### src/rtl/flow_pkg.sv
package flow_pkg;
  typedef enum logic [1:0] {
    INS_IDLE     = 2'd0,
    INS_SEND_OFF = 2'd1,
    INS_PAUSED   = 2'd2,
    INS_SEND_ON  = 2'd3
  } ins_state_e;
endpackage

### src/rtl/xrx_match.sv
module xrx_match #(
  parameter int CHAR_W = 8
) (
  input  logic              clk,
  input  logic              rst_n,
  input  logic              en,
  input  logic              rx_valid,
  input  logic [CHAR_W-1:0] rx_char,
  input  logic [CHAR_W-1:0] xon_char,
  input  logic [CHAR_W-1:0] xoff_char,
  output logic              drop,
  output logic              hold
);
  logic is_off, is_on;
  logic hold_q, hold_d, hold_ce;

  assign is_off = (rx_char == xoff_char);
  assign is_on  = (rx_char == xon_char);

  always_comb begin
    hold_d  = hold_q;
    hold_ce = 1'b0;
    if (!en) begin
      hold_d  = 1'b0;
      hold_ce = 1'b1;
    end else if (rx_valid && is_off) begin
      hold_d  = 1'b1;
      hold_ce = 1'b1;
    end else if (rx_valid && is_on) begin
      hold_d  = 1'b0;
      hold_ce = 1'b1;
    end
  end

  always_ff @(posedge clk or negedge rst_n) begin
    if (!rst_n)       hold_q <= 1'b0;
    else if (hold_ce) hold_q <= hold_d;
  end

  assign drop = en & rx_valid & (is_off | is_on);
  assign hold = en & hold_q;
endmodule

### src/rtl/xtx_insert.sv
module xtx_insert
  import flow_pkg::*;
#(
  parameter int CHAR_W = 8,
  parameter int FILL_W = 6
) (
  input  logic              clk,
  input  logic              rst_n,
  input  logic              en,
  input  logic [FILL_W-1:0] fill,
  input  logic [FILL_W-1:0] fill_hi,
  input  logic [FILL_W-1:0] fill_lo,
  input  logic [CHAR_W-1:0] xon_char,
  input  logic [CHAR_W-1:0] xoff_char,
  input  logic              ack,
  output logic              req,
  output logic [CHAR_W-1:0] char_out
);
  ins_state_e st_q, st_d;
  logic       st_ce;

  always_comb begin
    st_d = st_q;
    if (!en) begin
      st_d = INS_IDLE;
    end else begin
      unique case (st_q)
        INS_IDLE:     if (fill >= fill_hi) st_d = INS_SEND_OFF;
        INS_SEND_OFF: if (ack)             st_d = INS_PAUSED;
        INS_PAUSED:   if (fill < fill_lo)  st_d = INS_SEND_ON;
        INS_SEND_ON:  if (ack)             st_d = INS_IDLE;
        default:                           st_d = INS_IDLE;
      endcase
    end
    st_ce = (st_d != st_q);
  end

  always_ff @(posedge clk or negedge rst_n) begin
    if (!rst_n)     st_q <= INS_IDLE;
    else if (st_ce) st_q <= st_d;
  end

  assign req      = en & ((st_q == INS_SEND_OFF) | (st_q == INS_SEND_ON));
  assign char_out = (st_q == INS_SEND_ON) ? xon_char : xoff_char;
endmodule

### src/rtl/inband_flow_ctrl.sv
module inband_flow_ctrl #(
  parameter int CHAR_W = 8,
  parameter int FILL_W = 6
) (
  input  logic              clk,
  input  logic              rst_n,
  input  logic              fc_en,
  input  logic [CHAR_W-1:0] xon_char,
  input  logic [CHAR_W-1:0] xoff_char,
  input  logic              rx_valid,
  input  logic [CHAR_W-1:0] rx_char,
  output logic              rx_drop,
  input  logic [FILL_W-1:0] rx_fill,
  input  logic [FILL_W-1:0] fill_hi,
  input  logic [FILL_W-1:0] fill_lo,
  input  logic              ins_ack,
  output logic              ins_req,
  output logic [CHAR_W-1:0] ins_char,
  output logic              tx_hold,
  output logic              data_go
);
  localparam int SYNC_STAGES = 2;

  logic [SYNC_STAGES-1:0] rst_pipe;
  logic                   rst_sync_n;

  always_ff @(posedge clk or negedge rst_n) begin
    if (!rst_n) rst_pipe <= '0;
    else        rst_pipe <= {rst_pipe[SYNC_STAGES-2:0], 1'b1};
  end
  assign rst_sync_n = rst_pipe[SYNC_STAGES-1];

  xrx_match #(.CHAR_W(CHAR_W)) u_rx (
    .clk      (clk),
    .rst_n    (rst_sync_n),
    .en       (fc_en),
    .rx_valid (rx_valid),
    .rx_char  (rx_char),
    .xon_char (xon_char),
    .xoff_char(xoff_char),
    .drop     (rx_drop),
    .hold     (tx_hold)
  );

  xtx_insert #(.CHAR_W(CHAR_W), .FILL_W(FILL_W)) u_tx (
    .clk      (clk),
    .rst_n    (rst_sync_n),
    .en       (fc_en),
    .fill     (rx_fill),
    .fill_hi  (fill_hi),
    .fill_lo  (fill_lo),
    .xon_char (xon_char),
    .xoff_char(xoff_char),
    .ack      (ins_ack),
    .req      (ins_req),
    .char_out (ins_char)
  );

  assign data_go = ~tx_hold & ~ins_req;
endmodule

### config.mk
export PLATFORM = sky130hd
export DESIGN_NAME = inband_flow_ctrl
export DESIGN_NICKNAME = d
export VERILOG_FILES = /design/src/rtl/flow_pkg.sv /design/src/rtl/xrx_match.sv /design/src/rtl/xtx_insert.sv /design/src/rtl/inband_flow_ctrl.sv
export SDC_FILE = /design/constraint.sdc
export NUM_CORES = 1
export LEC_CHECK = 0
export BUFFER_PORTS_ARGS = -buffer_cell sky130_fd_sc_hd__buf_2
export CAP_MARGIN = 20
export CORE_ASPECT_RATIO = 1.2
export CORE_MARGIN = 5
export CORE_UTILIZATION = 39
export DETAILED_ROUTE_END_ITERATION = 8
export PLACE_DENSITY = 0.79
export SETUP_SLACK_MARGIN = 0.2
export SYNTH_ARGS = -nofsm -noshare
export SYNTH_HDL_FRONTEND = slang
export SYNTH_SLANG_ARGS = --single-unit
### constraint.sdc
create_clock -name clk -period 1.89 [get_ports clk]
set_input_delay 0.567 -clock clk [delete_from_list [all_inputs] [get_ports clk]]
set_output_delay 0.567 -clock clk [all_outputs]
set_load 0.02 [all_outputs]
==> results.toml, run 1 <==
[run_status]
run_status = "finished, violations left"
violations = "negative setup slack"

[logic_synthesis]
number_of_enable_flip_flop_cells_after_synthesis = 0
synth_async_sr_flop_share_pct = 100
synthTopCellsByArea = "sky130_fd_sc_hd__xor2_1 (18%), sky130_fd_sc_hd__ha_1 (18%), sky130_fd_sc_hd__dfrtp_1 (16%)"
synth.avg_cell_area_um2 = 9.08
synth_area_leader_cell = "sky130_fd_sc_hd__xor2_1"
syn_inst = 85
synth_simple_gate_area_share_pct = 15.1
synth_fp_nets = 143
synthesis.yosys.warnings = 0
synthMuxAreaShare_pct = 11.7
ys_seq_elements = 5
synth_adder_area_share_pct = 17.8
synth-seq-area-share_pct = 16.2
synthesis.area_um2 = 772
yosys_most_used_dff = "sky130_fd_sc_hd__dfrtp_1"
yosys.cell_types.count = 26
synth_compound_area_share_pct = 13.6
yosys.area_share.xor_xnor_pct = 19.3
post-synth-top-count-cell = "sky130_fd_sc_hd__xor2_1"
main_combinational_cell_family_by_area_after_synthesis = "XOR/XNOR gates"
synth.top_cells.by_count = "sky130_fd_sc_hd__xor2_1 (16), sky130_fd_sc_hd__inv_1 (12), sky130_fd_sc_hd__ha_1 (11)"
yosys.area.top_type_share_pct = 18.2

[global_routing]
global_route_wire_length_before_repair_um = 3350
grt_max_degree = 9
via_count_of_the_first_global_routing_pass = 897
grt_antenna_before_repair = 0
track_usage_pct = 14.3
grt_overflow = 0

[floorplan]
floorplan.die.width_um = 50.6
rows = 17
top_level_ports = 59
floorplan.initialDensity_pct = 41.2
fp.dieH_um = 58.7
die_area_um2 = 2970
floorplan.core_area_um2 = 1870

[sta]
period_minus_slack_ns = 2.13
slew_viol_final = 0
fin_crit_sh_pct = 113
fin_skew_ns = 0.00162
timing.final.hold_violations = 0
setup_repair_after_global_routing_missed_its_margin = "true"
finalWorstSetupSlack_ns = -0.245
top_achievable_clock_speed_ghz = 0.468
final.hold.worst_slack_ns = 0.0342
setup_viol = 1

[detailed_routing]
drcViolationCount = 0
dr_total_vias = 851
antenna_violating_nets_post_route = 0
detailedRoute.firstPassIterationCount = 2
routed_wire_length_per_instance_um = 12.4
viasPerCell = 4.89
drt-total-wl_um = 2170
violation_count_after_the_first_detailed_route_iteration = 2

[cts]
ctsHtreeMaxLevel = 1
ctsLongestPathBuffers = 2
cts_hold_buf = 0
tritoncts = "yes"
number_of_clock_buffers_inserted_by_tritoncts = 3
clock_sink_count = 5
cts.root.buffer_cell = "sky130_fd_sc_hd__clkbuf_4"
clkSlewWorstSetupHoldPaths_ns = 0.04
clkLatencyLatePin_ns = 0.24

[placement]
post_place_setup_slack_ns = -0.317
place_congestion = 0.745
detailed_place_hpwl_um = 1780
dp.cells = 165
portBuffers = 58

[worst_setup_path]
cp-start-kind = "input port"
critical_path.startpoint = "rx_char[0]"
path_delay_family = "simple AND/OR/NAND/NOR gates"
worst_setup_path_end_kind = "primary output"
timing.critical_path.slowest_stage_cell = "sky130_fd_sc_hd__nor4_1"
reg2reg_from = "u_tx.st_q[0]$_DFFE_PN0P_"
crit_path_cell_trace = "buf_6, xor2_1, nor4_1, nand2_1, a21oi_4, buf_6"
worst_ep_arrival_time_ns = 1.57
most_used_cell_cp = "sky130_fd_sc_hd__buf_6"
worst_path_buf_inv = 2
critical_path_peak_fanout = 2
worst_path_largest_cell_delay_ns = 0.29
timing.critical_path.required_ns = 1.32
critical_path_class = "in2out"

[final_layout]
utilization_pct = 72.8
post_route_cells_drive_above_1_share_pct = 58.7
nNetsFinal = 214
antenna_cells = 0
flow.area_growth_from_synthesis_pct = 76.5
layoutNonFillerInstCount = 174

[power_and_ir_drop]
power-per-cell-area_nw_per_um2 = 399
total_leakage_power_nw = 0.769
post-layout-total-power_mw = 0.544
ir_drop_uv = 359

[min_path]
worstHoldPathType = "reg2async"

[run]
maxCapViolations = 0
## repair_timing
action	in CTS	in global routing
endpoints found under the hold margin	0	0
setup buffers	3	2
resized for setup	36	11
pin swaps	8	9
endpoints found under the setup margin	10	11
## cells in the final DEF, fill, tap and decap left out, types with 2 or more instances in the layout
master                     netlist  routed
sky130_fd_sc_hd__buf_4           0       7
sky130_fd_sc_hd__dfrtp_1         5       5
sky130_fd_sc_hd__inv_1          12      12
sky130_fd_sc_hd__mux2_4          0       8
sky130_fd_sc_hd__nand2_1         6       5
sky130_fd_sc_hd__nand3_1         2       2
sky130_fd_sc_hd__buf_6           0      16
sky130_fd_sc_hd__buf_2           0      42
sky130_fd_sc_hd__xor2_2          0       2
sky130_fd_sc_hd__a21o_1          2       2
sky130_fd_sc_hd__nor4_2          2       3
sky130_fd_sc_hd__ha_1           11      11
sky130_fd_sc_hd__and2_4          0       2
sky130_fd_sc_hd__xor2_1         16      14
sky130_fd_sc_hd__clkbuf_4        0       3
## layer usage
metal  track usage (%)  routed length (um)  up-vias
met5                 0                   0        -
met4              4.38                  15        0
met3              5.06                 250        2
met2              26.8                1140       45
met1              14.4                 762      372
li1                  -                   -      432
## layout make-up
| cell class | instances | area, um2 |
|---|---|---|
| Multi-Input combinational cell | 68 | 684 |
| Tap cell | 19 | 23.8 |
| Fill cell | 144 | 509 |
| Clock buffer | 4 | 26.3 |
| Sequential cell | 5 | 125 |
| Timing Repair Buffer | 66 | 458 |
| Inverter | 12 | 45.0 |
## final timing paths
path / to / slack (ns) / depth (start not counted)
min in group clk: rst_pipe[1]$_DFF_PN0_ / 0.35 / 0
max in group asynchronous: rst_pipe[0]$_DFF_PN0_ / 1.69 / 1
worst max register to register: u_tx.st_q[0]$_DFFE_PN0P_ / 0.55 / 5
worst max-delay path: rx_drop / -0.24 / 6
worst min register to register: u_tx.st_q[0]$_DFFE_PN0P_ / 0.03 / 0
worst min-delay path: u_tx.st_q[0]$_DFFE_PN0P_ / 0.03 / 0
## power by group
group / internal (mW) / total (mW) / switching [mW] / leakage, nW
Combinational: 0.167 / 0.298 / 0.131 / 0.691
Sequential: 0.115 / 0.123 / 0.00745 / 0.0637
Clock: 0.0798 / 0.123 / 0.0433 / 0.0150
## registers in the layout (all words and copies together) (netlist names)
name,cells
rst_pipe,2
u_tx.st_q,2
u_rx.hold_q,1
## stage by stage
stage,instance area [um2],setup TNS (ns)
after detailed placement,1120,-0.317
after floorplan,783,-0.00283
after CTS,1290,-0.260
after global placement,1120,-0.293
final,1360,-0.245
after global routing,1360,-0.344
## cells by family (layout without fill, tap and decap cells)
family	Yosys count	in the layout
AOI/OAI and AO/OA	12	12
xor gates and xnor gates	17	17
adders and majority gates	11	11
buffers and inverters	12	82
DFF	5	5
muxes	8	8
other	1	1
and+or+nand+nor	19	19
No activity file was read; power rests on OpenSTA's default activity.
==> run 2: changes to the inputs <==
--- a/config.mk
+++ b/config.mk
@@ -5,13 +5,13 @@
 export SDC_FILE = /design/constraint.sdc
 export NUM_CORES = 1
 export LEC_CHECK = 0
+export ABC_AREA = 1
 export BUFFER_PORTS_ARGS = -buffer_cell sky130_fd_sc_hd__buf_2
-export CAP_MARGIN = 20
+export CAP_MARGIN = 10
 export CORE_ASPECT_RATIO = 1.2
-export CORE_MARGIN = 5
-export CORE_UTILIZATION = 39
+export CORE_UTILIZATION = 41
 export DETAILED_ROUTE_END_ITERATION = 8
-export PLACE_DENSITY = 0.79
+export PLACE_DENSITY = 0.8
 export SETUP_SLACK_MARGIN = 0.2
 export SYNTH_ARGS = -nofsm -noshare
 export SYNTH_HDL_FRONTEND = slang
==> run 2 against run 1 <==
Compared with the run above: the run still ends with negative setup slack left; area after synthesis rose by 8.3%; wire length rose by 62%; die area fell by 25%; highest routed layer unchanged.
==> results.toml, run 2 <==
[worst_setup_path]
worst_setup_path_end_kind = "primary output"
worst_ep_arrival_time_ns = 1.54
worst-r2r-cell-count = 6
path_delay_family = "simple AND/OR/NAND/NOR gates"
critical_path_peak_fanout = 2
critical_path.startpoint = "rx_char[7]"
instance_count_on_the_critical_path = 7
crit_path_cell_trace = "buf_2, xnor2_2, nand2_1, nor2_2, nand3_2, a21boi_2, buf_4"
worst_path_largest_cell_delay_ns = 0.16
cp-start-kind = "input port"
critical_path_class = "in2out"
worst_path_buf_inv = 2
timing.critical_path.slowest_stage_cell = "sky130_fd_sc_hd__xnor2_2"
timing.critical_path.required_ns = 1.32
reg2reg_from = "u_tx.st_q[0]$_DFFE_PN0P_"

[detailed_routing]
antenna_violating_nets_post_route = 0
drt-total-wl_um = 3500
dr_total_vias = 1182
drcViolationCount = 0
viasPerCell = 5.45
violation_count_after_the_first_detailed_route_iteration = 28
routed_wire_length_per_instance_um = 16.1
detailedRoute.firstPassIterationCount = 4

[logic_synthesis]
synth_area_leader_cell = "sky130_fd_sc_hd__ha_1"
synthesis.area_um2 = 836
yosys_most_used_dff = "sky130_fd_sc_hd__dfrtp_1"
post-synth-top-count-cell = "sky130_fd_sc_hd__nand2_1"
synth_fp_nets = 181
synth_async_sr_flop_share_pct = 100
synth-seq-area-share_pct = 15.0
synthesis.yosys.warnings = 0
number_of_enable_flip_flop_cells_after_synthesis = 0
syn_inst = 123
ys_seq_elements = 5
synth.avg_cell_area_um2 = 6.80
yosys.cell_types.count = 22
synth.top_cells.by_count = "sky130_fd_sc_hd__nand2_1 (31), sky130_fd_sc_hd__inv_1 (24), sky130_fd_sc_hd__xnor2_1 (13)"
synthTopCellsByArea = "sky130_fd_sc_hd__ha_1 (16%), sky130_fd_sc_hd__dfrtp_1 (15%), sky130_fd_sc_hd__nand2_1 (14%)"
yosys.area.top_type_share_pct = 16.5

[power_and_ir_drop]
power.clock.fraction_pct = 21.3
power.share.sequential_pct = 20.7
ir_drop_uv = 298
power_frac_comb_pct = 58.0
switching_share_pct = 37.7
post-layout-total-power_mw = 0.596
power-per-cell-area_nw_per_um2 = 391
intPower_mw = 0.371
total_leakage_power_nw = 0.914
power.switching_mw = 0.225

[cts]
ctsHtreeMaxLevel = 1
clkSlewWorstSetupHoldPaths_ns = 0.05
clkLatencyLatePin_ns = 0.25
number_of_clock_buffers_inserted_by_tritoncts = 3
clock_sink_count = 5
ctsLongestPathBuffers = 2
cts.root.buffer_cell = "sky130_fd_sc_hd__clkbuf_4"
cts_hold_buf = 0
tritoncts = "yes"

[final_layout]
top_library_cells_by_usage_in_the_layout_fill_and_taps_aside = "sky130_fd_sc_hd__buf_2 (40), sky130_fd_sc_hd__nand2_1 (27), sky130_fd_sc_hd__buf_6 (21), sky130_fd_sc_hd__inv_1 (20), sky130_fd_sc_hd__ha_1 (11)"
largestRegisters = "rst_pipe x2, u_tx.st_q x2, u_rx.hold_q x1"
utilization_pct = 81.5
final_common_cell = "sky130_fd_sc_hd__buf_2"
nNetsFinal = 257
flow.area_growth_from_synthesis_pct = 82.5
antenna_cells = 0
fill_cells = 112
post_route_cells_drive_above_1_share_pct = 55.6

[floorplan]
top_level_ports = 59
rows = 17
die_area_um2 = 2220
floorplan.initialDensity_pct = 44.7
floorplan.core_area_um2 = 1870
fp.dieH_um = 51.5
floorplan.die.width_um = 43.2

[min_path]
worstHoldPathType = "reg2async"

[global_routing]
grt_antenna_before_repair = 0
grt_max_degree = 8
grt_overflow = 0
via_count_of_the_first_global_routing_pass = 1030
global_route_wire_length_before_repair_um = 4160
track_usage_pct = 25.3

[run]
maxCapViolations = 0

[sta]
fin_skew_ns = 0.0114
top_achievable_clock_speed_ghz = 0.474
fin_setup_tns_ns = -0.433
fin_crit_sh_pct = 112
setup_repair_after_global_routing_missed_its_margin = "true"
period_minus_slack_ns = 2.11
setup_viol = 2
finalWorstSetupSlack_ns = -0.219
timing.final.hold_violations = 0
slew_viol_final = 0

[run_status]
run_status = "finished, violations left"
violations = "negative setup slack"

[placement]
post_place_setup_slack_ns = -0.190
place_congestion = 0.699
portBuffers = 58
detailed_place_hpwl_um = 1750
==> run 2: final timing paths <==
check	endpoint	slack, ns
setup / recovery	rx_drop	-0.22
hold / removal	u_tx.st_q[1]$_DFFE_PN0P_	0.04
setup reg to reg	u_tx.st_q[0]$_DFFE_PN0P_	0.54
hold reg to reg	u_tx.st_q[1]$_DFFE_PN0P_	0.04
max in group asynchronous	rst_pipe[0]$_DFF_PN0_	1.69
min in group clk	rst_pipe[1]$_DFF_PN0_	0.33
==> run 2: power groups by stage <==
stage                     combinational, mW  clock (mW)  sequential [mW]
after floorplan                       0.139           0            0.122
after global placement                0.224           0            0.124
after detailed placement              0.234           0            0.125
after CTS                             0.282       0.129            0.122
after global routing                  0.372       0.137            0.124
final                                 0.346       0.127            0.123
==> run 2: per-stage QoR <==
stage / instance area [um2] / hold WS (ns) / cells
2_1_floorplan: 855 / 0.0265 / 123
6_report: 1530 / 0.0426 / 217
5_1_grt: 1530 / 0.0556 / 217
3_5_place_dp: 1160 / 0.0371 / 199
3_3_place_gp: 1160 / 0.0353 / 199
4_1_cts: 1390 / 0.0413 / 215
==> run 2: kinds of logic after synthesis <==
| logic type | Yosys count | share of synthesized area, % |
|---|---|---|
| AOI/OAI and AO/OA | 13 | 8.98 |
| xor gates and xnor gates | 13 | 13.6 |
| adders and majority gates | 11 | 16.5 |
| buffers and inverters | 25 | 12.1 |
| DFF | 5 | 15.0 |
| muxes | 5 | 8.53 |
| other | 1 | 0.449 |
| and+or+nand+nor | 50 | 24.9 |
==> run 2: layout make-up <==
class	instances	area, um2	area share (%)
clock buffer	3	22.5	1.48
clock inverter	1	5.00	0.328
inverter	24	90.1	5.91
multi-input combinational	93	731	47.9
sequential	5	126	8.29
tap	19	23.8	1.56
timing repair buffer	72	527	34.5
==> run 2: routing by layer <==
| layer | part of all wire (%) | track usage [%] | vias up |
|---|---|---|---|
| met5 | 0 | 0 | - |
| met2 | 51 | 50.0 | 96 |
| li1 | - | - | 536 |
| met3 | 7.7 | 4.95 | 15 |
| met1 | 37 | 22.7 | 535 |
| met4 | 4.5 | 15.2 | 0 |
==> run 2: repair_timing <==
item / 4_1_cts / 5_1_grt
gates resized for setup: 34 / 33
pin swaps: 14 / 16
hold endpoints to repair: 0 / 0
setup buffers: 12 / 2
endpoints found under the setup margin: 9 / 11
==> run 2: worst reg2reg max path: stages (launching register included) <==
cell	delay, ns
sky130_fd_sc_hd__dfrtp_2	0.43
sky130_fd_sc_hd__buf_6	0.12
sky130_fd_sc_hd__buf_6	0.11
sky130_fd_sc_hd__buf_4	0.13
sky130_fd_sc_hd__or2_2	0.28
sky130_fd_sc_hd__a21oi_1	0.11
sky130_fd_sc_hd__nor2_1	0.06
==> run 3: changes to the inputs <==
--- a/config.mk
+++ b/config.mk
@@ -9,10 +9,13 @@
 export BUFFER_PORTS_ARGS = -buffer_cell sky130_fd_sc_hd__buf_2
 export CAP_MARGIN = 10
 export CORE_ASPECT_RATIO = 1.2
-export CORE_UTILIZATION = 41
+export CORE_MARGIN = 4
+export CORE_UTILIZATION = 42
 export DETAILED_ROUTE_END_ITERATION = 8
 export PLACE_DENSITY = 0.8
+export RECOVER_POWER = 100
 export SETUP_SLACK_MARGIN = 0.2
 export SYNTH_ARGS = -nofsm -noshare
 export SYNTH_HDL_FRONTEND = slang
+export SYNTH_HIERARCHICAL = 1
 export SYNTH_SLANG_ARGS = --single-unit
==> run 3 against run 2 <==
Compared with the run above: the flow still finishes with violations (negative setup slack); total power up 1.7%; combinational power up 2%; sequential share of layout area is 0.56 points lower; clock skew fell by 0.0069 ns; area after synthesis rose by 10%; cell count up 19%; design area increased by 7.3%; worst setup slack better by 0.091 ns; sequential power is 3% higher; largest cell class unchanged; fmax is 4.5% higher; via count grew 12%.
==> results.toml, run 3 <==
[logic_synthesis]
synth_simple_gate_area_share_pct = 33.1
synth_compound_area_share_pct = 5.99
yosys.area_share.xor_xnor_pct = 4.76
post-synth-top-count-cell = "sky130_fd_sc_hd__nand2_1"
main_combinational_cell_family_by_area_after_synthesis = "simple AND/OR/NAND/NOR gates"
synth_adder_area_share_pct = 15.0
synthMuxAreaShare_pct = 9.80
yosys.cell_types.count = 24
yosys.area.top_type_share_pct = 19.2
synth-seq-area-share_pct = 13.6
synth_area_leader_cell = "sky130_fd_sc_hd__nand2_1"
number_of_enable_flip_flop_cells_after_synthesis = 0
synthesis.area_um2 = 920
synth.top_cells.by_count = "sky130_fd_sc_hd__nand2_1 (47), sky130_fd_sc_hd__inv_1 (38), sky130_fd_sc_hd__ha_1 (11)"
synthTopCellsByArea = "sky130_fd_sc_hd__nand2_1 (19%), sky130_fd_sc_hd__inv_1 (16%), sky130_fd_sc_hd__ha_1 (15%)"
synth_async_sr_flop_share_pct = 100
synthesis.yosys.warnings = 6
synth_fp_nets = 207
yosys_most_used_dff = "sky130_fd_sc_hd__dfrtp_1"
synth.avg_cell_area_um2 = 6.17
syn_inst = 149
ys_seq_elements = 5

[sta]
final.hold.worst_slack_ns = 0.0434
fin_skew_ns = 0.00448
period_minus_slack_ns = 2.02
fin_crit_sh_pct = 107
timing.final.hold_violations = 0
slew_viol_final = 0
finalWorstSetupSlack_ns = -0.128
setup_viol = 2
top_achievable_clock_speed_ghz = 0.496
setup_repair_after_global_routing_missed_its_margin = "true"
fin_setup_tns_ns = -0.150

[worst_setup_path]
critical_path_peak_fanout = 3
most_used_cell_cp = "sky130_fd_sc_hd__nand2_1"
worst_setup_path_end_kind = "primary output"
worst_ep_arrival_time_ns = 1.45
timing.critical_path.slowest_stage_cell = "sky130_fd_sc_hd__nand4_1"
critical_path_class = "in2out"
worst_path_largest_cell_delay_ns = 0.17
timing.critical_path.required_ns = 1.32
cp-start-kind = "input port"
crit_path_cell_trace = "buf_6, inv_1, nand2_1, nand2_1, inv_1, nand2_1, nor2_2, nand4_1, nand2_2, buf_6"

[floorplan]
fp.dieH_um = 59.3
floorplan.initialDensity_pct = 44.4
floorplan.core_area_um2 = 2070
floorplan.die.width_um = 50.7
top_level_ports = 59
die_area_um2 = 3010
rows = 18

[cts]
number_of_clock_buffers_inserted_by_tritoncts = 3
clkSlewWorstSetupHoldPaths_ns = 0.05
ctsHtreeMaxLevel = 1
clock_sink_count = 5
cts_hold_buf = 0
clkLatencyLatePin_ns = 0.25
tritoncts = "yes"
cts.root.buffer_cell = "sky130_fd_sc_hd__clkbuf_4"
ctsLongestPathBuffers = 2

[global_routing]
track_usage_pct = 22.2
via_count_of_the_first_global_routing_pass = 1252
grt_overflow = 0
grt_max_degree = 9
global_route_wire_length_before_repair_um = 5070
grt_antenna_before_repair = 0

[final_layout]
layout.area.seq_um2 = 126
largestRegisters = "rst_pipe x2, u_tx/st_q x2, u_rx/hold_q x1"
fill_cells = 148
flow.area_growth_from_synthesis_pct = 78.0
utilization_pct = 79.0
post_route_cells_drive_above_1_share_pct = 47.2
final_common_cell = "sky130_fd_sc_hd__nand2_1"
nNetsFinal = 288
layoutNonFillerInstCount = 259
final_design_area_no_fill_um2 = 1640
antenna_cells = 0
multiInputGateArea_um2 = 722
top_library_cells_by_usage_in_the_layout_fill_and_taps_aside = "sky130_fd_sc_hd__nand2_1 (43), sky130_fd_sc_hd__buf_2 (33), sky130_fd_sc_hd__inv_1 (32), sky130_fd_sc_hd__buf_6 (19), sky130_fd_sc_hd__buf_4 (17)"

[power_and_ir_drop]
power-per-cell-area_nw_per_um2 = 370
ir_drop_uv = 330
total_leakage_power_nw = 1.01

[detailed_routing]
drcViolationCount = 0
dr_total_vias = 1328
detailedRoute.firstPassIterationCount = 4
routed_wire_length_per_instance_um = 15.7
drt-total-wl_um = 4060
violation_count_after_the_first_detailed_route_iteration = 69
antenna_violating_nets_post_route = 0
viasPerCell = 5.13

[run_status]
violations = "negative setup slack"
run_status = "finished, violations left"

[placement]
detailed_place_hpwl_um = 2020
portBuffers = 58
dp.cells = 240
place_congestion = 0.733
placed_area_um2 = 1270

[min_path]
worstHoldPathType = "reg2async"

[run]
maxCapViolations = 0
## run 3: changes by cell type after synthesis, sizes merged, moves of 2 or more
cell / before / now
nand2: 32 / 48
mux2: 5 / 8
or2: 1 / 3
o21ai: 6 / 4
xnor2: 13 / 0
inv: 24 / 38
xor2: 0 / 5
## run 3: repair_timing
item                                    in CTS  in global routing
endpoints found under the setup margin      10                 11
buffers inserted                            13                  2
pin swaps                                   19                 13
resized for setup                           32                 35
## run 3: through the flow
step                      power, mW  setup WS (ns)
after floorplan               0.262          0.208
after global placement        0.357        -0.0659
after detailed placement      0.361         -0.106
after CTS                     0.547        0.00277
after global routing          0.639         -0.194
final                         0.606         -0.128
## run 3: metal layers
metal / vias up / GRT usage (%) / wire length, um
li1: 607 / - / -
met1: 593 / 19.6 / 1500
met2: 104 / 44.0 / 2000
met3: 24 / 5.29 / 361
met4: 0 / 13.8 / 201
met5: - / 0 / 0
## run 3: cell type report
cell class	instances	area share (%)
multi-input combinational	105	44.1
timing repair buffer	76	34.0
inverter	39	10.2
sequential	5	7.72
tap	30	2.29
clock buffer	4	1.61
## run 3: logic make-up after synthesis
logic type	after synthesis
and+or+nand+nor	70
buffers and inverters	39
adders and majority gates	11
AOI/OAI and AO/OA	10
muxes	8
xor gates and xnor gates	5
DFF	5
other	1
## run 3: worst paths after layout
check	startpoint	endpoint	slack, ns	depth (start not counted)
setup reg to reg	u_tx/st_q[0]$_DFFE_PN0P_	u_tx/st_q[0]$_DFFE_PN0P_	0.59	5
min in group clk	rst_pipe[0]$_DFF_PN0_	rst_pipe[1]$_DFF_PN0_	0.35	0
max in group asynchronous	rst_n	rst_pipe[1]$_DFF_PN0_	1.67	1
hold / removal	rst_pipe[1]$_DFF_PN0_	u_rx/hold_q$_DFFE_PN0P_	0.04	0
hold reg to reg	rst_pipe[1]$_DFF_PN0_	u_rx/hold_q$_DFFE_PN0P_	0.04	0
setup / recovery	rx_char[4]	rx_drop	-0.13	10
## run 3: worst max-delay path: cells and delay by family
kind,cells,cell delay [ns]
AND/OR/NAND/NOR,6,0.60
buffers and inverters,4,0.29
## run 3: where the power goes
| part | total, mW | internal [mW] | switching, mW |
|---|---|---|---|
| clock | 0.127 | 0.0800 | 0.0470 |
| combinational | 0.353 | 0.176 | 0.176 |
| sequential | 0.127 | 0.115 | 0.0114 |
| total | 0.606 | 0.371 | 0.235 |
